<file path="src/rtl/spi_byte_master_pkg.sv">
// Package: shared register indices and field positions for the byte SPI master.
// Assumes 32-bit registers decoded on word addresses (byte address bits 1:0 ignored).
package spi_byte_master_pkg;
    localparam int REG_W     = 32;
    localparam int IDX_W     = 6;
    localparam logic [IDX_W-1:0] IDX_MODE = 6'd0;
    localparam logic [IDX_W-1:0] IDX_STAT = 6'd1;
    localparam logic [IDX_W-1:0] IDX_SYS  = 6'd2;
    localparam logic [IDX_W-1:0] IDX_TX   = 6'd3;
    localparam logic [IDX_W-1:0] IDX_RX   = 6'd4;
    localparam logic [IDX_W-1:0] IDX_AUX  = 6'd5;
    localparam int MODE_PHASE  = 7;
    localparam int MODE_POL    = 6;
    localparam int MODE_PRESEL = 5;
    localparam int SYS_CS      = 6;
    localparam int SYS_EN      = 0;
    localparam int STAT_BUSY   = 0;
    localparam int STAT_RXF    = 2;
endpackage

</file>
<file path="src/rtl/sbm_clkgen.sv">
// Module: two-stage serial clock tick generator.
// Emits one half_tick per half serial period: every PRE*(div_n+1) cycles,
// PRE being PRE_LO or PRE_HI. Counters are held at zero while run is low,
// so the first tick after run rises lands exactly one half period later.
module sbm_clkgen #(
    parameter int PRE_LO = 16,
    parameter int PRE_HI = 128,
    parameter int DIV_W  = 5
) (
    input  logic             clk,
    input  logic             rst_n,
    input  logic             run,
    input  logic             pre_sel,
    input  logic [DIV_W-1:0] div_n,
    output logic             half_tick
);
    localparam int PCNT_W = $clog2(PRE_HI);
    localparam logic [PCNT_W-1:0] LIM_HI = PCNT_W'(PRE_HI - 1);
    localparam logic [PCNT_W-1:0] LIM_LO = PCNT_W'(PRE_LO - 1);

    logic [PCNT_W-1:0] pcnt;
    logic [DIV_W-1:0]  dcnt;
    logic              pre_tick;

    // Purpose: end of one prescaler period while running.
    always_comb pre_tick = run && (pcnt == (pre_sel ? LIM_HI : LIM_LO));
    // Purpose: end of one half serial period.
    always_comb half_tick = pre_tick && (dcnt == div_n);

    // Purpose: first-stage prescaler counter.
    always_ff @(posedge clk) begin
        if (!rst_n || !run)  pcnt <= '0;
        else if (pre_tick)   pcnt <= '0;
        else                 pcnt <= pcnt + 1'b1;
    end

    // Purpose: second-stage divider counter, advanced by prescaler ticks.
    always_ff @(posedge clk) begin
        if (!rst_n || !run)  dcnt <= '0;
        else if (half_tick)  dcnt <= '0;
        else if (pre_tick)   dcnt <= dcnt + 1'b1;
    end
endmodule

</file>
<file path="src/rtl/sbm_shifter.sv">
// Module: one-word full-duplex shift engine, MSB first.
// Counts 2*WORD_W clock edges paced by half_tick. The phase is latched at start.
// Phase 0: output preset before the first edge; input sampled on even (leading)
// edges; output shifts on odd (trailing) edges.
// Phase 1: output shifts on leading edges; input sampled on trailing edges.
module sbm_shifter #(
    parameter int WORD_W = 8
) (
    input  logic              clk,
    input  logic              rst_n,
    input  logic              start,
    input  logic [WORD_W-1:0] tx_word,
    input  logic              cpha,
    input  logic              half_tick,
    input  logic              miso,
    output logic              busy,
    output logic              done,
    output logic [WORD_W-1:0] rx_word,
    output logic              mosi,
    output logic              phase
);
    localparam int EDGES  = 2 * WORD_W;
    localparam int ECNT_W = $clog2(EDGES);
    localparam logic [ECNT_W-1:0] LAST = ECNT_W'(EDGES - 1);

    logic [ECNT_W-1:0] ecnt;
    logic [WORD_W-1:0] txs, rxs;
    logic              cpha_q, leading, do_sample, do_shift;

    // Purpose: classify the current edge as leading or trailing.
    always_comb leading = ~ecnt[0];
    // Purpose: choose the sampling edge for the latched phase.
    always_comb do_sample = busy && half_tick && (cpha_q ? !leading : leading);
    // Purpose: choose the output-shifting edge for the latched phase.
    always_comb do_shift = busy && half_tick &&
                           (cpha_q ? leading : (!leading && ecnt != LAST));
    // Purpose: flag the final edge of the word.
    always_comb done = busy && half_tick && (ecnt == LAST);
    // Purpose: assemble the received word; phase 1 takes its last bit on the final edge.
    always_comb rx_word = cpha_q ? {rxs[WORD_W-2:0], miso} : rxs;

    // Purpose: engine control state (busy, edge count, clock phase).
    always_ff @(posedge clk) begin
        if (!rst_n) begin
            busy   <= 1'b0;
            ecnt   <= '0;
            phase  <= 1'b0;
            cpha_q <= 1'b0;
        end else if (start) begin
            busy   <= 1'b1;
            ecnt   <= '0;
            phase  <= 1'b0;
            cpha_q <= cpha;
        end else if (busy && half_tick) begin
            phase <= ~phase;
            ecnt  <= ecnt + 1'b1;
            if (ecnt == LAST) busy <= 1'b0;
        end
    end

    // Purpose: transmit shift register and data output.
    always_ff @(posedge clk) begin
        if (!rst_n) begin
            txs  <= '0;
            mosi <= 1'b0;
        end else if (start) begin
            txs  <= cpha ? tx_word : {tx_word[WORD_W-2:0], 1'b0};
            mosi <= cpha ? 1'b0 : tx_word[WORD_W-1];
        end else if (do_shift) begin
            mosi <= txs[WORD_W-1];
            txs  <= {txs[WORD_W-2:0], 1'b0};
        end
    end

    // Purpose: receive shift register.
    always_ff @(posedge clk) begin
        if (!rst_n)          rxs <= '0;
        else if (start)      rxs <= '0;
        else if (do_sample)  rxs <= {rxs[WORD_W-2:0], miso};
    end
endmodule

</file>
<file path="src/rtl/spi_byte_master.sv">
// Module: register-mapped SPI master, one byte per exchange.
// Holds the register file, decodes the bus and wires the clock generator to the
// shift engine. Assumes single-cycle write/read strobes and a combinational read.
// Chip-select is purely a register level.
module spi_byte_master
    import spi_byte_master_pkg::*;
#(
    parameter int ADDR_W = 8,
    parameter int WORD_W = 8,
    parameter int DIV_W  = 5,
    parameter int PRE_LO = 16,
    parameter int PRE_HI = 128
) (
    input  logic              clk,
    input  logic              rst_n,
    input  logic              bus_wr,
    input  logic              bus_rd,
    input  logic [ADDR_W-1:0] bus_addr,
    input  logic [REG_W-1:0]  bus_wdata,
    output logic [REG_W-1:0]  bus_rdata,
    output logic              spi_sclk,
    output logic              spi_mosi,
    input  logic              spi_miso,
    output logic              spi_cs_n
);
    logic [IDX_W-1:0]  idx;
    logic [7:0]        mode_q, sys_q;
    logic [REG_W-1:0]  aux_q;
    logic [WORD_W-1:0] tx_q, rx_q, rx_word;
    logic              rxfull_q, xfer_busy, xfer_done, half_tick, phase, start;

    // Purpose: word index of the current bus address.
    always_comb idx = IDX_W'(bus_addr[ADDR_W-1:2]);
    // Purpose: accept a transmit write only when enabled and idle.
    always_comb start = bus_wr && (idx == IDX_TX) && sys_q[SYS_EN] && !xfer_busy;

    // Purpose: mode, system and general registers.
    always_ff @(posedge clk) begin
        if (!rst_n) begin
            mode_q <= '0;
            sys_q  <= '0;
            aux_q  <= '0;
        end else if (bus_wr) begin
            if (idx == IDX_MODE) mode_q <= bus_wdata[7:0];
            if (idx == IDX_SYS)  sys_q  <= bus_wdata[7:0];
            if (idx == IDX_AUX)  aux_q  <= bus_wdata;
        end
    end

    // Purpose: last accepted transmit word.
    always_ff @(posedge clk) begin
        if (!rst_n)      tx_q <= '0;
        else if (start)  tx_q <= bus_wdata[WORD_W-1:0];
    end

    // Purpose: receive buffer and receive-full flag; a completing exchange wins.
    always_ff @(posedge clk) begin
        if (!rst_n) begin
            rx_q     <= '0;
            rxfull_q <= 1'b0;
        end else if (xfer_done) begin
            rx_q     <= rx_word;
            rxfull_q <= 1'b1;
        end else if (bus_rd && idx == IDX_RX) begin
            rxfull_q <= 1'b0;
        end else if (bus_wr && idx == IDX_STAT && !bus_wdata[STAT_RXF]) begin
            rxfull_q <= 1'b0;
        end
    end

    // Purpose: read-data multiplexer.
    always_comb begin
        unique case (idx)
            IDX_MODE: bus_rdata = REG_W'(mode_q);
            IDX_STAT: bus_rdata = REG_W'({rxfull_q, 1'b0, xfer_busy});
            IDX_SYS:  bus_rdata = REG_W'(sys_q);
            IDX_TX:   bus_rdata = REG_W'(tx_q);
            IDX_RX:   bus_rdata = REG_W'(rx_q);
            IDX_AUX:  bus_rdata = aux_q;
            default:  bus_rdata = '0;
        endcase
    end

    // Purpose: serial clock at the polarity level, inverted on odd half periods.
    always_comb spi_sclk = mode_q[MODE_POL] ^ phase;
    // Purpose: chip-select straight from the system register.
    always_comb spi_cs_n = sys_q[SYS_CS];

    sbm_clkgen #(
        .PRE_LO(PRE_LO), .PRE_HI(PRE_HI), .DIV_W(DIV_W)
    ) u_clkgen (
        .clk       (clk),
        .rst_n     (rst_n),
        .run       (xfer_busy),
        .pre_sel   (mode_q[MODE_PRESEL]),
        .div_n     (mode_q[DIV_W-1:0]),
        .half_tick (half_tick)
    );

    sbm_shifter #(.WORD_W(WORD_W)) u_shift (
        .clk       (clk),
        .rst_n     (rst_n),
        .start     (start),
        .tx_word   (bus_wdata[WORD_W-1:0]),
        .cpha      (mode_q[MODE_PHASE]),
        .half_tick (half_tick),
        .miso      (spi_miso),
        .busy      (xfer_busy),
        .done      (xfer_done),
        .rx_word   (rx_word),
        .mosi      (spi_mosi),
        .phase     (phase)
    );
endmodule

</file>
<file path="config.mk">
export PLATFORM = sky130hd
export DESIGN_NAME = spi_byte_master
export DESIGN_NICKNAME = d
export VERILOG_FILES = /design/src/rtl/spi_byte_master_pkg.sv /design/src/rtl/sbm_clkgen.sv /design/src/rtl/sbm_shifter.sv /design/src/rtl/spi_byte_master.sv
export SDC_FILE = /design/constraint.sdc
export NUM_CORES = 1
export LEC_CHECK = 0
export BUFFER_PORTS_ARGS = -buffer_cell sky130_fd_sc_hd__buf_2
export CORE_MARGIN = 8
export CORE_UTILIZATION = 56
export CTS_CLUSTER_DIAMETER = 150
export DETAILED_ROUTE_END_ITERATION = 10
export HOLD_SLACK_MARGIN = 0.12
export PLACE_DENSITY = 0.8
export SETUP_SLACK_MARGIN = 0.4
export SYNTH_ARGS = -nofsm -noshare
export SYNTH_HDL_FRONTEND = slang
export SYNTH_SLANG_ARGS = --single-unit
export TNS_END_PERCENT = 1
</file>
<file path="constraint.sdc">
create_clock -name clk -period 2.2 [get_ports clk]
set_input_delay 0.22 -clock clk [delete_from_list [all_inputs] [get_ports clk]]
set_output_delay 0.22 -clock clk [all_outputs]
set_load 0.05 [all_outputs]
</file>
==> key figures, run 1 <==
STA
  • Final TNS setup: 0 ns
  • Pin slew with the least headroom to its limit: 0.431 ns
  • Max frequency: 0.487 GHz
  • Final setup fails: 0
  • Total count of max-transition violations in the final report: 0
  • Max transition margin: a little under three quarters
  • Setup repair after global routing missed its margin: true
  • Final critical-path required period: 2.05 ns
  • Clk_skew: 0.0150 ns
  • Portion of the clock cycle consumed by the worst path in the final layout: between 90% and 100%
  • Final hold violations: 0

Synthesis
  • Simple-gate area share of the yosys netlist: 22.8%
  • Count of different cell masters after synthesis: 48
  • Number of enable flip-flop cells after synthesis: 0
  • Number of synthesis warnings: 0
  • Main flop type after synthesis: sky130_fd_sc_hd__dfxtp_1
  • Synthesized-area fraction occupied by adder cells: 0.799%
  • Register bit total from synthesis: between 100 and 150
  • Syn_nets: 572
  • Mean cell area of the mapped netlist: about 9 sq um
  • Post-synthesis async set-or-reset flop share: 0%
  • Post-synthesis mux area share: 11.3%
  • Parity-gate share of the synthesized area counting xor and xnor cells: 3.35%
  • Share of synthesized area occupied by flip-flops and latches: 43.0%
  • Combinational family with the most area after synthesis: simple AND/OR/NAND/NOR gates
  • Compound-cell area share of the yosys netlist: 15.4%
  • Gate count after technology mapping: roughly 520
  • Post-synthesis instance area: 4700 sq um

Setup path
  • Element type at the critical path end: output pin
  • Required @ worst endpoint: 1.98 ns
  • R2R Path End: u_shift.rxs[2]
  • Internal reg-to-reg setup slack: 0.18 ns
  • Startpoint types: input port
  • CP Class: input port to output pin
  • Largest fanout on the critical path: 4
  • Critical Path Start: bus_addr[7]
  • WP data arrival: 1.83 ns
  • Worst reg-to-reg path cell count: 6
  • Start of the worst register-to-register path: mode_q[5]

Die
  • Std-Cell Rows: 33
  • Ports: 80
  • Die Span Y: 108 um
  • Die area: 11600 sq um
  • Width of the chip: 108 um
  • Starting Density: 57.5%
  • Core region area: 8180 sq um

Global routing
  • Number of global-route vias before repair: 4152
  • GRT Residual Overflow: 0
  • Maximum number of pins on one net before global-route repair: 78
  • Overall track demand over capacity in global routing: 22.4%
  • Initial antenna violation count: 0
  • Wire length of the first global-routing pass: just over 20000 um

CTS
  • Root Buffer Master: sky130_fd_sc_hd__clkbuf_8
  • Clock net sink count: 101
  • Number of buffers created by CTS: 9
  • Number of H-tree levels: 3
  • Clock network latency to the later pin of the worst-skew pair: 0.37 ns
  • Clk buf depth: 2
  • Clock edge transition at the registers on the reported setup and hold paths: 0.09 ns
  • CTS tree: built

Run status
  • Outcome: finished, final reports clean

Hold path
  • Number of stages on the worst hold path: 3
  • Worst hold path endpoint: aux_q[11]
  • Type of the tightest min-delay check: input port to flip-flop
  • Hold path startpoint: bus_wdata[11]

Place
  • Detailed Place HPWL: 8020 um
  • IO Port Bufs: 77
  • GPL Wtd Cong: between 0.8 and 0.9

Final layout
  • Post-layout net count: roughly 700
  • Area Growth Syn to Fin: 30.4%
  • Post-route core utilization: 75.0%
  • Antenna cell count: 0
  • Share of post-route cells with drive strength above 1: 29.1%

Drt
  • Total via count after detailed routing: between 4000 and 5000
  • Violation count after the first detailed-routing iteration: 234
  • Final wirelength: about 13000 um
  • Via-to-Cell Ratio: 5.59
  • Antenna Nets Post-Route: 0
  • Detailed-route DRC error count: 0
  • Routed wirelength normalized by instance count: 17.2 um
  • First-pass DRT Iterations: 5

Power and ir drop
  • IR Drop Worst-Case VDD: 0.000350 V
  • Total power density per cell area: 507 nW/um^2
  • Cell leakage power: 2.56 nW
  • Overall power: 3.11 mW

Flow run
  • Reported max-cap violation count: 0
==> cell usage after synthesis (2+ instances only) <==
| cell | number | share of area [%] |
|---|---|---|
| sky130_fd_sc_hd__nand2_1 | 123 | 9.8 |
| sky130_fd_sc_hd__dfxtp_1 | 101 | 43 |
| sky130_fd_sc_hd__a21boi_0 | 43 | 6.9 |
| sky130_fd_sc_hd__mux2i_1 | 34 | 7.2 |
| sky130_fd_sc_hd__nor2_1 | 27 | 2.2 |
| sky130_fd_sc_hd__and2_1 | 25 | 3.3 |
| sky130_fd_sc_hd__clkbuf_1 | 22 | 1.8 |
| sky130_fd_sc_hd__a22oi_1 | 14 | 2.2 |
| sky130_fd_sc_hd__xor2_1 | 14 | 2.6 |
| sky130_fd_sc_hd__mux2_2 | 13 | 3.1 |
| sky130_fd_sc_hd__a21oi_1 | 12 | 1.3 |
| sky130_fd_sc_hd__nor2b_1 | 11 | 1.5 |
| sky130_fd_sc_hd__o21ai_0 | 11 | 1.2 |
| sky130_fd_sc_hd__o211a_1 | 8 | 1.7 |
| sky130_fd_sc_hd__a21boi_1 | 7 | 1.1 |
| sky130_fd_sc_hd__nand3_1 | 6 | 0.64 |
| sky130_fd_sc_hd__buf_2 | 5 | 0.53 |
| sky130_fd_sc_hd__buf_4 | 5 | 0.80 |
| sky130_fd_sc_hd__and3_1 | 4 | 0.53 |
| sky130_fd_sc_hd__nand4_1 | 4 | 0.53 |
| sky130_fd_sc_hd__xnor2_1 | 4 | 0.75 |
| sky130_fd_sc_hd__ha_1 | 3 | 0.80 |
| sky130_fd_sc_hd__mux4_2 | 2 | 0.96 |
| sky130_fd_sc_hd__nand4b_1 | 2 | 0.37 |
==> where the power goes <==
part           switching [mW]  internal (mW)  total [mW]  leakage, nW
combinational          0.0871          0.102       0.189         1.66
clock                   0.647          0.443        1.09       0.0815
sequential            0.00233           1.83        1.83        0.814
==> cells by family (layout without fill, tap and decap cells) <==
kind of cell	Yosys count	in the layout
flip-flops	101	101
AO/OA/AOI/OAI	99	99
adder cells (fa/ha/maj)	3	3
XOR/XNOR	18	18
buffers and inverters	34	150
AND/OR/NAND/NOR	220	220
multiplexers	49	49
==> through the flow <==
| stage | setup slack (ns) | hold WS [ns] | instance area (sq um) | std cells |
|---|---|---|---|---|
| after floorplan | 0.360 | 0.355 | 4760 | 524 |
| after global routing | 0.120 | 0.146 | 6130 | 745 |
| after CTS | 0.203 | 0.124 | 6120 | 744 |
| final | 0.148 | 0.115 | 6130 | 745 |
| after global placement | 0.129 | 0.425 | 5330 | 694 |
| after detailed placement | 0.0687 | 0.436 | 5330 | 694 |
==> flip-flops by register name, summed over array words and instances (netlist names) <==
name            flops
u_shift.ecnt        4
u_clkgen.pcnt       7
u_shift.busy        1
u_shift.txs         8
tx_q                8
rx_q                8
u_shift.rxs         8
aux_q              32
u_shift.mosi        1
u_shift.phase       1
sys_q               8
rxfull_q            1
u_clkgen.dcnt       5
mode_q              8
u_shift.cpha_q      1
==> how the worst max path moves through the flow <==
| stage | to | slack, ns | cells past startpoint |
|---|---|---|---|
| finish | bus_rdata[26] | 0.15 | 8 |
| global route | bus_rdata[13] | 0.12 | 8 |
| CTS | bus_rdata[1] | 0.20 | 8 |
| detailed placement | aux_q[18] | 0.07 | 8 |
| global placement | bus_rdata[1] | 0.13 | 7 |
| floorplan | bus_rdata[14] | 0.36 | 4 |
==> final cells by class <==
class	instances	area (sq um)
Multi-Input combinational cell	389	2600
Tap cell	105	131
Fill cell	578	2040
Sequential cell	101	2030
Clock inverter	5	36.3
Inverter	1	3.75
Timing Repair Buffer	133	1190
Clock buffer	11	141
==> critical path, cell delays in order <==
cell                      delay [ns]
sky130_fd_sc_hd__buf_6          0.10
sky130_fd_sc_hd__or4b_4         0.56
sky130_fd_sc_hd__nor3b_4        0.27
sky130_fd_sc_hd__buf_6          0.18
sky130_fd_sc_hd__buf_12         0.11
sky130_fd_sc_hd__buf_16         0.10
sky130_fd_sc_hd__and2_4         0.14
sky130_fd_sc_hd__buf_8          0.14
==> cell usage in the layout (no fill, tap or decap), drive strengths merged, types with 3 or more instances in the layout <==
cell         netlist  layout
a21boi            51      51
a21oi             12      12
a22oi             14      14
and2              25      25
and3               4       4
buf               11     108
clkbuf            22      11
clkinvlp           0       3
dfxtp            101     101
dlygate4sd3        0      24
ha                 3       3
mux2              13      13
mux2i             34      34
nand2            123     123
nand3              7       7
nand4              5       5
nor2              28      28
nor2b             11      11
o211a              8       8
o21ai             11      11
xnor2              4       4
xor2              14      14
==> per-layer routing <==
metal  wire, um  GRT usage (%)  vias up
met3        891           6.71       37
met4        392           9.02        0
met2       6410           38.8      131
li1           -              -     2002
met5          0              0        -
met1       5130           25.0     1996
==> timing repair <==
action / CTS / global route
gates cloned: 4 / 0
hold endpoints to repair: 24 / 0
pin swaps: 7 / 3
hold buffers: 24 / 0
setup endpoints to repair: 66 / 93
gates resized for setup: 69 / 1
buffers inserted: 6 / 1
(Power assumes the default switching activity.)
==> run 2, diff against run 1 <==
--- a/config.mk
+++ b/config.mk
@@ -12,6 +12,7 @@
 export DETAILED_ROUTE_END_ITERATION = 10
 export HOLD_SLACK_MARGIN = 0.12
 export PLACE_DENSITY = 0.8
+export REMOVE_ABC_BUFFERS = 1
 export SETUP_SLACK_MARGIN = 0.4
 export SYNTH_ARGS = -nofsm -noshare
 export SYNTH_HDL_FRONTEND = slang
==> key figures, run 2 (same netlist as run 1, synthesis figures left out) <==
CTS
  • Clock network latency to the later pin of the worst-skew pair: 0.38 ns (was 0.37 ns)
  • Clock edge transition at the registers on the reported setup and hold paths: 0.11 ns (was 0.09 ns)
  • Number of buffers created by CTS: 9 (unchanged)
  • CTS tree: built (unchanged)
  • Clk buf depth: 2 (unchanged)
  • Clock net sink count: 101 (unchanged)
  • Root Buffer Master: sky130_fd_sc_hd__clkbuf_8 (unchanged)
  • Number of H-tree levels: 3 (unchanged)

Die
  • Width of the chip: 108 um (unchanged)
  • Die Span Y: 108 um (unchanged)
  • Ports: 80 (unchanged)
  • Core region area: 8180 sq um (unchanged)
  • Die area: 11600 sq um (unchanged)
  • Std-Cell Rows: 33 (unchanged)
  • Starting Density: 57.5% (unchanged)

Place
  • IO Port Bufs: 77 (unchanged)
  • GPL Wtd Cong: 0.820 (was 0.841)
  • Detailed Place HPWL: 8010 um (was 8020 um)
  • Area after detailed placement: 5290 sq um (was 5330 sq um)

STA
  • Setup repair after global routing missed its margin: true (unchanged)
  • Clk_skew: 0.0212 ns (was 0.0150 ns)
  • Final setup fails: 0 (unchanged)
  • Max frequency: 0.488 GHz (was 0.487 GHz)
  • Portion of the clock cycle consumed by the worst path in the final layout: 93.1% (was 93.3%)
  • Pin slew with the least headroom to its limit: 0.464 ns (was 0.431 ns)
  • Max transition margin: 69.0% (was 71.2%)
  • Final hold violations: 0 (unchanged)
  • Total count of max-transition violations in the final report: 0 (unchanged)
  • Final critical-path required period: 2.05 ns (about the same)

Setup path
  • Top cell family by delay on the critical path: simple AND/OR/NAND/NOR gates (unchanged)
  • R2R Path End: rx_q[5] (was u_shift.rxs[2])
  • Delay of the slowest critical-path stage: 0.56 ns (about the same)
  • Required @ worst endpoint: 2.47 ns (was 1.98 ns)
  • Element type at the critical path end: flip-flop (was output pin)
  • CP Class: flip-flop to flip-flop (was input port to output pin)
  • Worst path bufs/invs: 2 (was 5)
  • Cell-by-cell listing of the critical path: or4_4 > a211oi_4 > and4_4 > buf_6 > buf_16 > nand2_1 > o211a_1 (was buf_6 > or4b_4 > nor3b_4 > buf_6 > buf_12 > buf_16 > and2_4 > buf_8)
  • Largest fanout on the critical path: 4 (unchanged)
  • Startpoint types: flip-flop (was input port)
  • Worst reg-to-reg path cell count: 7 (was 6)
  • Internal reg-to-reg setup slack: 0.15 ns (was 0.18 ns)
  • WP data arrival: 2.31 ns (was 1.83 ns)
  • Number of logic stages on the critical path including buffering: 7 (was 8)
  • Start of the worst register-to-register path: mode_q[5] (unchanged)
  • Slowest cell on the critical path: sky130_fd_sc_hd__or4_4 (was sky130_fd_sc_hd__or4b_4)

Drt
  • Detailed-route DRC error count: 0 (unchanged)
  • Antenna Nets Post-Route: 0 (unchanged)
  • First-pass DRT Iterations: 4 (was 5)
  • Final wirelength: 12700 um (was 12800 um)
  • Total via count after detailed routing: 4137 (was 4166)
  • Routed wirelength normalized by instance count: 16.8 um (was 17.2 um)
  • Violation count after the first detailed-routing iteration: 253 (was 234)
  • Via-to-Cell Ratio: 5.49 (was 5.59)

Global routing
  • GRT Residual Overflow: 0 (unchanged)
  • Overall track demand over capacity in global routing: 21.3% (was 22.4%)
  • Initial antenna violation count: 0 (unchanged)
  • Number of global-route vias before repair: 3990 (was 4152)
  • Wire length of the first global-routing pass: 19700 um (was 20800 um)
  • Maximum number of pins on one net before global-route repair: 41 (was 78)

Final layout
  • Most flop-heavy register: aux_q (unchanged)
  • Share of post-route cells with drive strength above 1: 25.0% (was 29.1%)
  • Area Growth Syn to Fin: 28.0% (was 30.4%)
  • Leading cell type in the layout, fill and taps excluded: sky130_fd_sc_hd__nand2_1 (unchanged)
  • Commonest cells after routing, fill and taps aside: 123 x sky130_fd_sc_hd__nand2_1, 99 x sky130_fd_sc_hd__dfxtp_1, 54 x sky130_fd_sc_hd__buf_2 (was 116 x sky130_fd_sc_hd__nand2_1, 100 x sky130_fd_sc_hd__dfxtp_1, 43 x sky130_fd_sc_hd__a21boi_0, 43 x sky130_fd_sc_hd__buf_2, 39 x sky130_fd_sc_hd__buf_4)
  • Number of flip-flops in the largest register: 32 (unchanged)
  • Antenna cell count: 0 (unchanged)
  • Number of filler instances in the final layout: 553 (was 578)
  • Post-route standard cell area excluding fillers: 6020 sq um (was 6130 sq um)
  • Post-layout net count: 691 (was 683)

Power and ir drop
  • Register share of total power: 55.8% (was 58.9%)
  • Cell leakage power: 2.57 nW (was 2.56 nW)
  • Switching Power: 0.800 mW (was 0.737 mW)
  • Proportion of total power due to net switching: 24.4% (was 23.7%)
  • Clock share of power: 38.6% (was 35.1%)
  • Cell internal pwr: 2.48 mW (was 2.37 mW)
  • Total power density per cell area: 545 nW/um^2 (was 507 nW/um^2)
  • Overall power: 3.28 mW (was 3.11 mW)
  • Fraction of power consumed by combinational cells: 5.5% (was 6.1%)
  • IR Drop Worst-Case VDD: 0.000500 V (was 0.000350 V)

Run status
  • Outcome: finished, final reports clean (unchanged)

Hold path
  • Number of stages on the worst hold path: 3 (unchanged)
  • Hold path startpoint: bus_wdata[7] (was bus_wdata[11])
  • Type of the tightest min-delay check: input port to flip-flop (unchanged)
  • Worst hold path endpoint: aux_q[7] (was aux_q[11])

Flow run
  • Reported max-cap violation count: 0 (unchanged)
-- run 2: worst register-to-register path, stage by stage (launching register included) --
cell and delay [ns]:
sky130_fd_sc_hd__dfxtp_2 0.34, sky130_fd_sc_hd__or4_4 0.56, sky130_fd_sc_hd__a211oi_4 0.31, sky130_fd_sc_hd__and4_4 0.29
sky130_fd_sc_hd__buf_6 0.12, sky130_fd_sc_hd__buf_16 0.10, sky130_fd_sc_hd__nand2_1 0.06, sky130_fd_sc_hd__o211a_1 0.16
-- run 2: power by group through the flow --
| stage | sequential [mW] | clock (mW) | combinational [mW] |
|---|---|---|---|
| floorplan | 1.87 | 0 | 0.0459 |
| global placement | 1.87 | 0 | 0.136 |
| detailed placement | 1.87 | 0 | 0.138 |
| CTS | 1.83 | 1.27 | 0.177 |
| global route | 1.83 | 1.35 | 0.196 |
| finish | 1.83 | 1.27 | 0.182 |
-- run 2: final cells by class --
cell class              instances  area (sq um)  area share [%]
multi-input cells             389          2540            42.2
flip-flops and latches        101          2030            33.7
repair buffers                141          1100            18.3
well taps                     105           131            2.18
clock buffers                   9           124            2.06
clock inverters                 7          92.6            1.54
inverters                       1          3.75          0.0624
-- run 2: worst max path at each step --
stage,start,to,slack [ns]
2_1_floorplan,bus_addr[5],aux_q[0],-0.19
3_3_place_gp,u_clkgen.pcnt[4],u_shift.rxs[5],0.16
3_5_place_dp,u_clkgen.pcnt[4],u_shift.rxs[3],0.08
4_1_cts,bus_addr[5],bus_rdata[7],0.23
5_1_grt,mode_q[5],u_clkgen.dcnt[4],0.11
6_report,mode_q[5],rx_q[5],0.15
-- run 2: layer usage --
layer  GRT usage [%]  part of all wire (%)  routed length (um)  vias up
li1                -                     -                   -     2023
met1            25.2                    41                5150     1963
met2            36.5                    51                6450      130
met3            3.71                   5.7                 726       21
met4            9.91                   2.6                 323        0
met5               0                     0                   0        -
-- run 2: metrics by stage --
stage / instances / setup TNS [ns] / util (%) / hold WS (ns) / setup WS [ns]
2_1_floorplan: 491 / -6.12 / - / 0.329 / -0.193
3_3_place_gp: 699 / 0 / 64.8 / 0.422 / 0.159
3_5_place_dp: 699 / 0 / 64.8 / 0.430 / 0.0817
4_1_cts: 751 / 0 / 73.3 / 0.132 / 0.234
5_1_grt: 753 / 0 / 73.6 / 0.140 / 0.107
6_report: 753 / 0 / 73.6 / 0.136 / 0.152
-- run 2: timing repair --
| item | CTS | global route |
|---|---|---|
| gates resized for setup | 34 | 3 |
| setup buffers | 8 | 2 |
| hold buffers | 25 | 0 |
| endpoints found under the setup margin | 65 | 77 |
| hold endpoints to repair | 25 | 0 |
| cloned | 3 | 0 |
| pin swaps | 5 | 3 |
==> run 3, diff against run 2 <==
==> constraint.sdc (replaced) <==
create_clock -name clk -period 2.2 [get_ports clk]
set_input_delay 0.22 -clock clk [delete_from_list [all_inputs] [get_ports clk]]
set_output_delay 0.22 -clock clk [all_outputs]
set_load 0.1 [all_outputs]
==> key figures, run 3 (same netlist as run 1, synthesis figures left out) <==
STA
  • Portion of the clock cycle consumed by the worst path in the final layout: 96.2% (was 93.1%)
  • Final setup fails: 0 (unchanged)
  • Max frequency: 0.472 GHz (was 0.488 GHz)
  • Total count of max-transition violations in the final report: 0 (unchanged)
  • Setup repair after global routing missed its margin: true (unchanged)
  • Clk_skew: 0.0165 ns (was 0.0212 ns)
  • Final hold violations: 0 (unchanged)
  • Pin slew with the least headroom to its limit: 0.643 ns (was 0.464 ns)
  • Max transition margin: 56.7% (was 69.0%)
  • Final critical-path required period: 2.12 ns (was 2.05 ns)

CTS
  • Clock network latency to the later pin of the worst-skew pair: 0.37 ns (was 0.38 ns)
  • Clock net sink count: 101 (unchanged)
  • Clk buf depth: 2 (unchanged)
  • Number of H-tree levels: 3 (unchanged)
  • Number of buffers created by CTS: 9 (unchanged)
  • CTS tree: built (unchanged)
  • Root Buffer Master: sky130_fd_sc_hd__clkbuf_8 (unchanged)
  • Clock edge transition at the registers on the reported setup and hold paths: 0.10 ns (was 0.11 ns)

Flow run
  • Reported max-cap violation count: 0 (unchanged)

Final layout
  • Post-route standard cell area excluding fillers: 6400 sq um (was 6020 sq um)
  • Most flop-heavy register: aux_q (unchanged)
  • Share of post-route cells with drive strength above 1: 26.4% (was 25.0%)
  • Number of filler instances in the final layout: 448 (was 553)
  • Post-layout net count: 683 (was 691)
  • Commonest cells after routing, fill and taps aside: 123 x sky130_fd_sc_hd__nand2_1, 101 x sky130_fd_sc_hd__dfxtp_1, 43 x sky130_fd_sc_hd__buf_2 (was 123 x sky130_fd_sc_hd__nand2_1, 99 x sky130_fd_sc_hd__dfxtp_1, 54 x sky130_fd_sc_hd__buf_2)
  • Leading cell type in the layout, fill and taps excluded: sky130_fd_sc_hd__nand2_1 (unchanged)
  • Area Growth Syn to Fin: 36.1% (was 28.0%)
  • Final std cells w/o fill: 746 (was 753)
  • Number of flip-flops in the largest register: 32 (unchanged)

Drt
  • Antenna Nets Post-Route: 0 (unchanged)
  • Detailed-route DRC error count: 0 (unchanged)
  • Routed wirelength normalized by instance count: 19.3 um (was 16.8 um)
  • Via-to-Cell Ratio: 5.83 (was 5.49)
  • Violation count after the first detailed-routing iteration: 347 (was 253)
  • First-pass DRT Iterations: 7 (was 4)
  • Final wirelength: 14400 um (was 12700 um)
  • Total via count after detailed routing: 4348 (was 4137)

Power and ir drop
  • IR Drop Worst-Case VDD: 0.000367 V (was 0.000500 V)
  • Total power density per cell area: 497 nW/um^2 (was 545 nW/um^2)
  • Cell leakage power: 2.63 nW (was 2.57 nW)

Setup path
  • Worst reg-to-reg path cell count: 6 (was 7)
  • Cell-by-cell listing of the critical path: buf_2 > nor4_1 > and3_1 > buf_4 > a22oi_1 > nand2_1 > buf_12 (was or4_4 > a211oi_4 > and4_4 > buf_6 > buf_16 > nand2_1 > o211a_1)
  • CP Class: input port to output pin (was flip-flop to flip-flop)
  • Slowest cell on the critical path: sky130_fd_sc_hd__nor4_1 (was sky130_fd_sc_hd__or4_4)
  • Largest fanout on the critical path: 5 (was 4)
  • WP data arrival: 1.90 ns (was 2.31 ns)
  • Internal reg-to-reg setup slack: 0.15 ns (about the same)
  • Delay of the slowest critical-path stage: 0.60 ns (was 0.56 ns)
  • Required @ worst endpoint: 1.98 ns (was 2.47 ns)
  • Critical Path Start: bus_addr[5] (was mode_q[5])
  • R2R Path End: u_shift.rxs[7] (was rx_q[5])
  • Startpoint types: input port (was flip-flop)
  • Element type at the critical path end: output pin (was flip-flop)
  • Termination of the worst setup path: bus_rdata[4] (was rx_q[5])
  • Start of the worst register-to-register path: u_clkgen.pcnt[4] (was mode_q[5])

Global routing
  • Overall track demand over capacity in global routing: 23.1% (was 21.3%)
  • Wire length of the first global-routing pass: 21500 um (was 19700 um)
  • Maximum number of pins on one net before global-route repair: 44 (was 41)
  • Number of global-route vias before repair: 4356 (was 3990)
  • GRT Residual Overflow: 0 (unchanged)
  • Initial antenna violation count: 1 (was 0)

Place
  • GPL Wtd Cong: 0.863 (was 0.820)
  • Post-placement cell count: 696 (was 699)
  • Area after detailed placement: 5750 sq um (was 5290 sq um)
  • Detailed Place HPWL: 8570 um (was 8010 um)
  • IO Port Bufs: 77 (unchanged)

Run status
  • Outcome: finished, final reports clean (unchanged)

Hold path
  • Type of the tightest min-delay check: input port to flip-flop (unchanged)

Die
  • Starting Density: 57.5% (unchanged)
  • Std-Cell Rows: 33 (unchanged)
  • Ports: 80 (unchanged)
  • Core region area: 8180 sq um (unchanged)
  • Die area: 11600 sq um (unchanged)
  • Die Span Y: 108 um (unchanged)
  • Width of the chip: 108 um (unchanged)
## run 3: changes by cell type in the layout (fill, tap and decap cells not counted), moves of 3 or more
cell / change
sky130_fd_sc_hd__dlygate4sd3_1: -3
sky130_fd_sc_hd__and2_4: +15
sky130_fd_sc_hd__clkbuf_16: +3
sky130_fd_sc_hd__buf_4: -25
sky130_fd_sc_hd__buf_12: +32
sky130_fd_sc_hd__buf_2: -11
sky130_fd_sc_hd__and2_1: -15
## run 3: final cells by class
class / count / area, sq um / share of cell area (%)
well taps: 105 / 131 / 2.05
inverters: 1 / 3.75 / 0.0587
diodes: 1 / 2.50 / 0.0391
repair buffers: 133 / 1480 / 23.1
multi-input cells: 389 / 2570 / 40.2
clock inverters: 6 / 52.6 / 0.821
clock buffers: 10 / 138 / 2.15
flip-flops and latches: 101 / 2020 / 31.6
## run 3: timing repair
item,4_1_cts,5_1_grt
setup endpoints to repair,65,101
endpoints found under the hold margin,22,0
hold buffers,22,0
setup buffers,4,3
pin swaps,2,7
gates cloned,1,3
gates resized for setup,19,7
## run 3: worst min-delay path by stage
| stage | startpoint | end | depth (start not counted) |
|---|---|---|---|
| after floorplan | rst_n | u_shift.busy | 2 |
| after global placement | u_clkgen.pcnt[0] | u_clkgen.pcnt[0] | 1 |
| after detailed placement | u_clkgen.pcnt[0] | u_clkgen.pcnt[0] | 1 |
| after CTS | bus_wdata[13] | aux_q[13] | 3 |
| after global routing | bus_wdata[29] | aux_q[29] | 3 |
| final | bus_wdata[25] | aux_q[25] | 3 |
## run 3: per-layer routing
| layer | vias up | global-route usage, % | wire, um |
|---|---|---|---|
| met5 | - | 0 | 0 |
| met4 | 0 | 11.7 | 499 |
| met3 | 45 | 4.01 | 991 |
| met2 | 201 | 40.6 | 7390 |
| met1 | 2097 | 26.3 | 5520 |
| li1 | 2005 | - | - |
## run 3: per-stage QoR
step / TNS, ns / setup WS [ns] / utilization [%] / power, mW / hold slack [ns]
global placement: 0 / 0.157 / 70.4 / 2.01 / 0.421
global route: 0 / 0.0478 / 78.3 / 3.28 / 0.137
floorplan: -13.81 / -0.251 / - / 1.92 / 0.329
CTS: 0 / 0.192 / 76.8 / 3.15 / 0.120
finish: 0 / 0.0829 / 78.3 / 3.18 / 0.109
detailed placement: 0 / 0.0758 / 70.4 / 2.02 / 0.435
## run 3: where the power goes
part | total (mW) | switching (mW) | leakage (nW) | internal (mW)
combinational | 0.194 | 0.0952 | 1.72 | 0.0988
clock | 1.15 | 0.689 | 0.0983 | 0.464
sequential | 1.83 | 0.00259 | 0.813 | 1.83
total | 3.18 | 0.787 | 2.63 | 2.39
## run 3: worst max-delay path, delay by kind of cell
family,cells,cell delay (ns)
AOI/OAI and AO/OA,1,0.06
buffers and inverters,3,0.51
and+or+nand+nor,3,1.10
